`src/rtl/scsi_ctl_pkg.sv`:
```
package scsi_ctl_pkg;

  localparam int REG_N   = 16;
  localparam int IDX_W   = $clog2(REG_N);

  // register indices whose position the decode depends on
  localparam logic [IDX_W-1:0] IX_CNT_LO  = 4'h0;
  localparam logic [IDX_W-1:0] IX_CNT_MID = 4'h1;
  localparam logic [IDX_W-1:0] IX_CMD     = 4'h3;
  localparam logic [IDX_W-1:0] IX_STAT    = 4'h4;
  localparam logic [IDX_W-1:0] IX_INTR    = 4'h5;
  localparam logic [IDX_W-1:0] IX_SEQ     = 4'h6;
  localparam logic [IDX_W-1:0] IX_FLAGS   = 4'h7;
  localparam logic [IDX_W-1:0] IX_CFG1    = 4'h8;
  localparam logic [IDX_W-1:0] IX_CNT_HI  = 4'hE;

  // status bits
  localparam int ST_PEND = 7;
  localparam int ST_TCZ  = 4;

  // interrupt cause codes
  localparam logic [7:0] IC_DONE   = 8'h08;
  localparam logic [7:0] IC_SVC    = 8'h10;
  localparam logic [7:0] IC_DISC   = 8'h20;
  localparam logic [7:0] IC_BUSRST = 8'h80;

  localparam logic [7:0] CHIP_ID   = 8'h04;
  localparam logic [7:0] CFG1_INIT = 8'h07;
  localparam int         CFG1_QUIET_BIT = 6;

  typedef enum logic [3:0] {
    OP_NOP, OP_FLUSH, OP_RESET, OP_BUSRST, OP_XFER, OP_ICMPL, OP_MSGACC,
    OP_PAD, OP_SETATN, OP_SEL, OP_SELATN, OP_SELSTOP, OP_RESEL, OP_UNKNOWN
  } op_e;

  typedef enum logic [1:0] {S_IDLE, S_WAIT_DMA, S_WAIT_BUS} sel_st_e;

  typedef struct packed {
    logic valid;
    logic found;
    logic stop;
  } sel_res_t;

  typedef logic [REG_N-1:0][7:0] regimg_t;

  function automatic regimg_t reset_image();
    regimg_t img;
    img = '0;
    img[IX_CFG1]   = CFG1_INIT;
    img[IX_CNT_HI] = CHIP_ID;
    return img;
  endfunction

endpackage

```
`src/rtl/scsi_cmd_decode.sv`:
```
module scsi_cmd_decode
  import scsi_ctl_pkg::*;
(
  input  logic [7:0] cmd_i,
  output op_e        op_o,
  output logic       dma_o
);

  assign dma_o = cmd_i[7];

  always_comb begin
    unique case (cmd_i[6:0])
      7'h00:   op_o = OP_NOP;
      7'h01:   op_o = OP_FLUSH;
      7'h02:   op_o = OP_RESET;
      7'h03:   op_o = OP_BUSRST;
      7'h10:   op_o = OP_XFER;
      7'h11:   op_o = OP_ICMPL;
      7'h12:   op_o = OP_MSGACC;
      7'h18:   op_o = OP_PAD;
      7'h1A:   op_o = OP_SETATN;
      7'h41:   op_o = OP_SEL;
      7'h42:   op_o = OP_SELATN;
      7'h43:   op_o = OP_SELSTOP;
      7'h44:   op_o = OP_RESEL;
      default: op_o = OP_UNKNOWN;
    endcase
  end

endmodule

```
`src/rtl/scsi_sel_seq.sv`:
```
module scsi_sel_seq
  import scsi_ctl_pkg::*;
(
  input  logic     clk,
  input  logic     rst_n,
  input  logic     clr_i,
  input  logic     start_i,
  input  logic     stop_i,
  input  logic     dma_en_i,
  input  logic     done_i,
  input  logic     found_i,
  output logic     go_o,
  output sel_res_t res_o
);

  sel_st_e st_q, st_d;
  logic    stop_q, stop_d;
  logic    go_q, go_d;

  always_comb begin
    st_d   = st_q;
    stop_d = stop_q;
    go_d   = 1'b0;
    res_o  = '0;
    if (clr_i) begin
      st_d = S_IDLE;
    end else begin
      if (st_q == S_WAIT_BUS && done_i) begin
        res_o = '{valid: 1'b1, found: found_i, stop: stop_q};
        st_d  = S_IDLE;
      end
      if (st_q == S_WAIT_DMA && dma_en_i) begin
        go_d = 1'b1;
        st_d = S_WAIT_BUS;
      end
      if (start_i) begin
        stop_d = stop_i;
        if (dma_en_i) begin
          go_d = 1'b1;
          st_d = S_WAIT_BUS;
        end else begin
          go_d = 1'b0;
          st_d = S_WAIT_DMA;
        end
      end
    end
  end

  always_ff @(posedge clk or negedge rst_n) begin
    if (!rst_n) begin
      st_q   <= S_IDLE;
      stop_q <= 1'b0;
      go_q   <= 1'b0;
    end else begin
      st_q   <= st_d;
      stop_q <= stop_d;
      go_q   <= go_d;
    end
  end

  assign go_o = go_q;

  // a selection is launched only with the DMA engine ready
  a_r10_go_needs_dma: assert property (@(posedge clk) disable iff (!rst_n)
    go_q |-> $past(dma_en_i));

  // a launched selection is then awaiting its answer
  a_r10_go_waits_bus: assert property (@(posedge clk) disable iff (!rst_n)
    go_q |-> (st_q == S_WAIT_BUS));

endmodule

```
`src/rtl/scsi_ctl_regs.sv`:
```
module scsi_ctl_regs
  import scsi_ctl_pkg::*;
#(
  parameter int ADDR_SHIFT = 2,
  localparam int ADDR_W    = ADDR_SHIFT + IDX_W
) (
  input  logic              clk,
  input  logic              rst_n,
  input  logic              ext_rst,
  input  logic              dma_en,
  input  logic              wr_en,
  input  logic              rd_en,
  input  logic [ADDR_W-1:0] addr,
  input  logic [7:0]        wdata,
  output logic [7:0]        rdata,
  output logic              irq,
  output logic              sel_go,
  input  logic              sel_done,
  input  logic              sel_found
);

  logic [IDX_W-1:0] idx;
  assign idx = addr[ADDR_SHIFT +: IDX_W];

  generate
    if (ADDR_SHIFT > 0) begin : g_lo_bits
      logic unused_lo;
      assign unused_lo = ^addr[ADDR_SHIFT-1:0];
    end
  endgenerate

  // read-side image and the write-side copies that are used again
  regimg_t    rreg_q, rreg_d;
  logic [7:0] wlo_q, wlo_d, wmid_q, wmid_d, wcfg1_q, wcfg1_d;

  op_e      op;
  logic     cmd_dma;
  logic     sel_start, sel_clr;
  sel_res_t sel_res;
  logic     wr_cmd, rd_intr;

  assign wr_cmd  = wr_en && (idx == IX_CMD);
  assign rd_intr = rd_en && (idx == IX_INTR);

  scsi_cmd_decode u_dec (
    .cmd_i (wdata),
    .op_o  (op),
    .dma_o (cmd_dma)
  );

  scsi_sel_seq u_sel (
    .clk      (clk),
    .rst_n    (rst_n),
    .clr_i    (sel_clr),
    .start_i  (sel_start),
    .stop_i   (op == OP_SELSTOP),
    .dma_en_i (dma_en),
    .done_i   (sel_done),
    .found_i  (sel_found),
    .go_o     (sel_go),
    .res_o    (sel_res)
  );

  always_comb begin
    rreg_d    = rreg_q;
    wlo_d     = wlo_q;
    wmid_d    = wmid_q;
    wcfg1_d   = wcfg1_q;
    sel_start = 1'b0;
    sel_clr   = 1'b0;
    if (ext_rst) begin
      rreg_d  = reset_image();
      wlo_d   = '0;
      wmid_d  = '0;
      wcfg1_d = '0;
      sel_clr = 1'b1;
    end else begin
      // read side effect of the interrupt register
      if (rd_intr) begin
        rreg_d[IX_INTR]          = '0;
        rreg_d[IX_SEQ]           = 8'd4;
        rreg_d[IX_STAT][ST_TCZ]  = 1'b0;
        rreg_d[IX_STAT][ST_PEND] = 1'b0;
      end
      // answer from the bus side to a selection
      if (sel_res.valid) begin
        if (!sel_res.found) begin
          rreg_d[IX_STAT] = 8'h80;
          rreg_d[IX_INTR] = IC_DISC;
          rreg_d[IX_SEQ]  = 8'd0;
        end else begin
          rreg_d[IX_INTR] = IC_SVC | IC_DONE;
          rreg_d[IX_SEQ]  = 8'd4;
          if (sel_res.stop) begin
            rreg_d[IX_STAT] = 8'h92;
          end else begin
            rreg_d[IX_STAT][ST_PEND] = 1'b1;
          end
        end
      end
      // host write
      if (wr_en) begin
        unique case (idx)
          IX_CNT_LO: begin
            wlo_d                   = wdata;
            rreg_d[IX_STAT][ST_TCZ] = 1'b0;
          end
          IX_CNT_MID: begin
            wmid_d                  = wdata;
            rreg_d[IX_STAT][ST_TCZ] = 1'b0;
          end
          IX_CMD: begin
            rreg_d[IX_CMD] = wdata;
            if (cmd_dma) begin
              rreg_d[IX_CNT_LO]  = wlo_q;
              rreg_d[IX_CNT_MID] = wmid_q;
            end
            unique case (op)
              OP_FLUSH: begin
                rreg_d[IX_INTR]  = IC_DONE;
                rreg_d[IX_SEQ]   = '0;
                rreg_d[IX_FLAGS] = '0;
              end
              OP_RESET: begin
                rreg_d  = reset_image();
                wlo_d   = '0;
                wmid_d  = '0;
                wcfg1_d = '0;
                sel_clr = 1'b1;
              end
              OP_BUSRST: begin
                rreg_d[IX_INTR] = IC_BUSRST;
                if (!wcfg1_q[CFG1_QUIET_BIT]) begin
                  rreg_d[IX_STAT][ST_PEND] = 1'b1;
                end
              end
              OP_XFER: begin
                if (cmd_dma) begin
                  rreg_d[IX_STAT][ST_TCZ] = 1'b0;
                end
              end
              OP_ICMPL: begin
                rreg_d[IX_INTR] = IC_DONE;
                if (cmd_dma) begin
                  rreg_d[IX_STAT] = 8'h97;
                  rreg_d[IX_SEQ]  = 8'd4;
                end else begin
                  rreg_d[IX_STAT]  = rreg_d[IX_STAT] | 8'h87;
                  rreg_d[IX_FLAGS] = 8'd2;
                end
              end
              OP_MSGACC: begin
                rreg_d[IX_INTR]          = IC_DISC;
                rreg_d[IX_SEQ]           = '0;
                rreg_d[IX_FLAGS]         = '0;
                rreg_d[IX_STAT][ST_PEND] = 1'b1;
              end
              OP_PAD: begin
                rreg_d[IX_STAT] = {rreg_d[IX_STAT][ST_PEND], 7'h10};
                rreg_d[IX_INTR] = IC_DONE;
                rreg_d[IX_SEQ]  = '0;
              end
              OP_SEL, OP_SELATN, OP_SELSTOP: begin
                sel_start = 1'b1;
              end
              OP_RESEL: begin
                rreg_d[IX_INTR] = '0;
              end
              default: begin
              end
            endcase
          end
          IX_CFG1: begin
            rreg_d[IX_CFG1] = wdata;
            wcfg1_d         = wdata;
          end
          4'hB, 4'hC, 4'hD, 4'hE, 4'hF: begin
            rreg_d[idx] = wdata;
          end
          default: begin
          end
        endcase
      end
    end
  end

  always_ff @(posedge clk or negedge rst_n) begin
    if (!rst_n) begin
      rreg_q  <= reset_image();
      wlo_q   <= '0;
      wmid_q  <= '0;
      wcfg1_q <= '0;
    end else begin
      rreg_q  <= rreg_d;
      wlo_q   <= wlo_d;
      wmid_q  <= wmid_d;
      wcfg1_q <= wcfg1_d;
    end
  end

  assign rdata = rreg_q[idx];
  assign irq   = rreg_q[IX_STAT][ST_PEND];

  // reading the interrupt register clears it and drops the line
  a_r3_intr_read_clears: assert property (@(posedge clk) disable iff (!rst_n)
    (rd_intr && !wr_en && !ext_rst && !sel_res.valid)
    |=> (!irq && rreg_q[IX_INTR] == 8'h00 && rreg_q[IX_SEQ] == 8'd4));

  // a quiet bus reset leaves a low line low
  a_r4_busrst_quiet: assert property (@(posedge clk) disable iff (!rst_n)
    (wr_cmd && wdata[6:0] == 7'h03 && wcfg1_q[CFG1_QUIET_BIT] && !irq
     && !ext_rst && !sel_res.valid) |=> !irq);

  // pad never moves the interrupt line
  a_r5_pad_keeps_irq: assert property (@(posedge clk) disable iff (!rst_n)
    (wr_cmd && wdata[6:0] == 7'h18 && !rd_intr && !ext_rst && !sel_res.valid)
    |=> (irq == $past(irq)));

  // external reset restores the power-up image
  a_r7_ext_reset: assert property (@(posedge clk) disable iff (!rst_n)
    ext_rst |=> (!irq && rreg_q[IX_CFG1] == CFG1_INIT
                 && rreg_q[IX_CNT_HI] == CHIP_ID && rreg_q[IX_STAT] == 8'h00));

  // an answered selection always raises the interrupt
  a_r11_select_irq: assert property (@(posedge clk) disable iff (!rst_n)
    (sel_res.valid && !ext_rst && !wr_en) |=> irq);

endmodule

```
`config.mk`:
```
export PLATFORM = sky130hd
export DESIGN_NAME = scsi_ctl_regs
export DESIGN_NICKNAME = d
export VERILOG_FILES = /design/src/rtl/scsi_ctl_pkg.sv /design/src/rtl/scsi_cmd_decode.sv /design/src/rtl/scsi_sel_seq.sv /design/src/rtl/scsi_ctl_regs.sv
export SDC_FILE = /design/constraint.sdc
export NUM_CORES = 1
export LEC_CHECK = 0
export BUFFER_PORTS_ARGS = -buffer_cell sky130_fd_sc_hd__buf_2
export CAP_MARGIN = 40
export CORE_MARGIN = 2
export CORE_UTILIZATION = 55
export DETAILED_ROUTE_END_ITERATION = 16
export PLACE_DENSITY = 0.72
export SLEW_MARGIN = 0
export SYNTH_ARGS = -nofsm -noshare
export SYNTH_HDL_FRONTEND = slang
export SYNTH_SLANG_ARGS = --single-unit
```
`constraint.sdc`:
```
create_clock -name clk -period 8 [get_ports clk]
set_input_delay 1.6 -clock clk [delete_from_list [all_inputs] [get_ports clk]]
set_output_delay 1.6 -clock clk [all_outputs]
set_load 0.03 [all_outputs]
```
==> metrics.cfg <==
[worst_setup_path]
worstPathArrival_ns=4.00
crit_path_start_kind=input port
worstSetupPathType=input port to primary output
cpMaxStageDelayCell=mux4_2
path_buf_inv=3
worst_setup_path_end_kind=primary output
cp_max_fo=23
max_stage_delay_ns=0.62
cpLargestDelayFamily=buffers and inverters
required_ns=6.40
crit_chain=buf_2 -> buf_4 -> mux4_2 -> mux4_2 -> buf_2

[finish]
layout_common_cells=dfrtp_1 (145), nand2_1 (47), a22o_1 (45)
seq_area_um2=3734
nNetsFinal=643
multi_input_comb_area_um2=3371
area_growth_pct=12.14
mostFrequentLayoutCell=dfrtp_1
fillCellCount=1006
layout-drive-gt1-share=0.2350
diodes=0

[clock_tree]
h-tree-depth=4
hold_buffers=0
clock-root-buffer=clkbuf_16
path_clk_slew_ns=0.05
cts_tree=done
cts_buffers=17
clock_sinks=149
cts_resized=0
cts_buffer_depth=2
clkLatencyLatePin_ns=0.43
post-cts-setup-buffers=0

[grt]
grt_pass1_vias=5650
grt_pass1_wl_um=32390
grt_max_degree=64
globalRoute.totalOverflow=0
groute.usage.overall=0.3010
grt_antenna_before_repair=1

[sta]
max_slew_margin=0.3902
worst_clock_skew_ns=0.004968
finalSetupViolCount=0
hold_violations=0
timing.hold.ws_ns=0.4822
finalCritPeriodShare=0.6994
slew_violations=0
fin_tns_setup_ns=0
worstMarginPinSlew_ns=0.9063
min_period_ns=5.595
rsz0062_at_grt=false
max_freq_mhz=178.7

[drt]
route.vias.total=5553
drtPass1Iterations=5
routed_wl_um=20130
drcViolationCount=0
post_drt_wl_per_cell_um=24.86
vias_per_cell=6.856
drt_iter0_drc=464
ant_nets=0

[die]
start_util=0.5584
fp.dieH_um=119.5
core_um2=13140
die_w_um=119.5
rows=42
ios=32
die_area_um2=14280

[hold_path]
hold_path_class=register to register

[logic_synthesis]
synthSimpleGateAreaFrac=0.1390
ys.flop_type=dfrtp_1
synth_cells=610
synth-compound-area-share=0.1694
synth_nets=632
synthAdderAreaFrac=0
synth_edf_count=0
synth_xor_area_frac=0.002388
yosysUniqueCellTypes=67
yosys_warnings=0
avgSynthCellArea_um2=12.03
synthMuxAreaShare=0.1487
netlist_area_um2=7336
synth_seq_area_share=0.5090
ys_ff_latch=149
async_flop_share=1.000
synth_top_family_by_area=compound AO/OA/AOI/OAI gates

[power]
p_comb_frac=0.079
powerDensity_nw_per_um2=215.6
vdd_drop_max_uv=218.7
pwr-share-clk=0.485
p_int_w=0.001350
p_leak_nw=3.682
sequentialPowerShare=0.436
switching_share=0.2387
switchingPower_w=0.0004234

[place]
dp_hpwl_um=13410
io_buffers=29
gp_congestion=0.9117

[outcome]
status=finished clean

[job]
cap_viol_max_count=0

[worst paths after layout]
check	start	to	slack, ns	cells after the start
max in group asynchronous	rst_n	rreg_q[47]	5.64	3
max	addr[2]	rdata[3]	2.40	5
min in group asynchronous	rst_n	rreg_q[102]	1.15	1
max reg2reg	u_sel.st_q[0]	rreg_q[33]	6.14	4
min	rreg_q[56]	rreg_q[56]	0.48	1
min reg2reg	rreg_q[56]	rreg_q[56]	0.48	1
[final cells by class]
class | count | area share
multi-input cells | 407 | 0.4097
flip-flops and latches | 149 | 0.4538
repair buffers | 38 | 0.02905
clock inverters | 11 | 0.02099
clock buffers | 21 | 0.05597
well taps | 176 | 0.02677
inverters | 8 | 0.003650
[flip-flops by register name, indices dropped and copies added, names as in the netlist]
name	count
wmid_q	8
u_sel.go_o	1
u_sel.st_q	2
wlo_q	8
irq	1
rreg_q	127
u_sel.stop_q	1
wcfg1_q	1
[power by group through the flow]
stage / Clock [W] / Sequential (W) / Combinational [W]
2_1_floorplan: 0 / 0.000784 / 0.0000869
3_3_place_gp: 0 / 0.000785 / 0.000133
3_5_place_dp: 0 / 0.000786 / 0.000139
4_1_cts: 0.000869 / 0.000773 / 0.000140
5_1_grt: 0.000901 / 0.000774 / 0.000151
6_report: 0.000860 / 0.000773 / 0.000140
[stage by stage]
| step | utilization | total power, W | area, µm² | std cells | setup WS [ns] |
|---|---|---|---|---|---|
| final | 0.6262 | 0.001773 | 8227 | 810 | 2.405 |
| after floorplan | - | 0.0008708 | 7336 | 610 | 2.903 |
| after CTS | 0.6262 | 0.001782 | 8227 | 810 | 2.361 |
| after global placement | 0.5748 | 0.0009186 | 7551 | 775 | 2.401 |
| after global routing | 0.6262 | 0.001827 | 8227 | 810 | 2.222 |
| after detailed placement | 0.5780 | 0.0009250 | 7594 | 778 | 2.364 |
[logic make-up after synthesis]
logic type	count (synthesis)
buf+inv	54
flops	149
xor+xnor	2
compound gates	158
simple gates	190
mux	57
[metal layers]
layer,routed length [µm],share of wire,vias up,GRT usage
li1,-,-,2367,-
met3,1645,0.082,46,0.07082
met2,9520,0.47,296,0.4643
met5,0,0,-,0
met1,8278,0.41,2844,0.4137
met4,690,0.034,0,0.1279
[synthesized netlist by cell type, types with 3 or more instances]
cell type    n  area, µm²
nand4_1      3      18.77
a41oi_1      3      26.28
a31oi_1      4      25.02
buf_6        3      33.78
a22oi_1      3      22.52
a21oi_2      3      26.28
nor3_1      10      50.05
nor4_1       4      25.02
nor2_1      25      93.84
buf_2        5      25.02
buf_1        6      22.52
nand3b_1     5      37.54
a22o_1      45      394.1
a21oi_1     24      120.1
a211oi_1     3      22.52
a32o_1      10      100.1
o221ai_1     4      35.03
mux2_2      16      180.2
dfstp_2      4      105.1
dfrtp_1    145       3628
and3_1      30      187.7
nand2_1     47      176.4
nand2b_1     5      31.28
or2_2        3      18.77
nor2b_1      3      18.77
inv_1        8      30.03
o2bb2ai_1    9      78.83
nand3_1     20      100.1
o21ai_0     13      65.06
and2_1      18      112.6
mux4_2      40      900.9
o21ai_1      5      25.02
o211ai_1     5      37.54
clkbuf_1    32      120.1
Note: power is estimated with default switching activity, not from simulation.
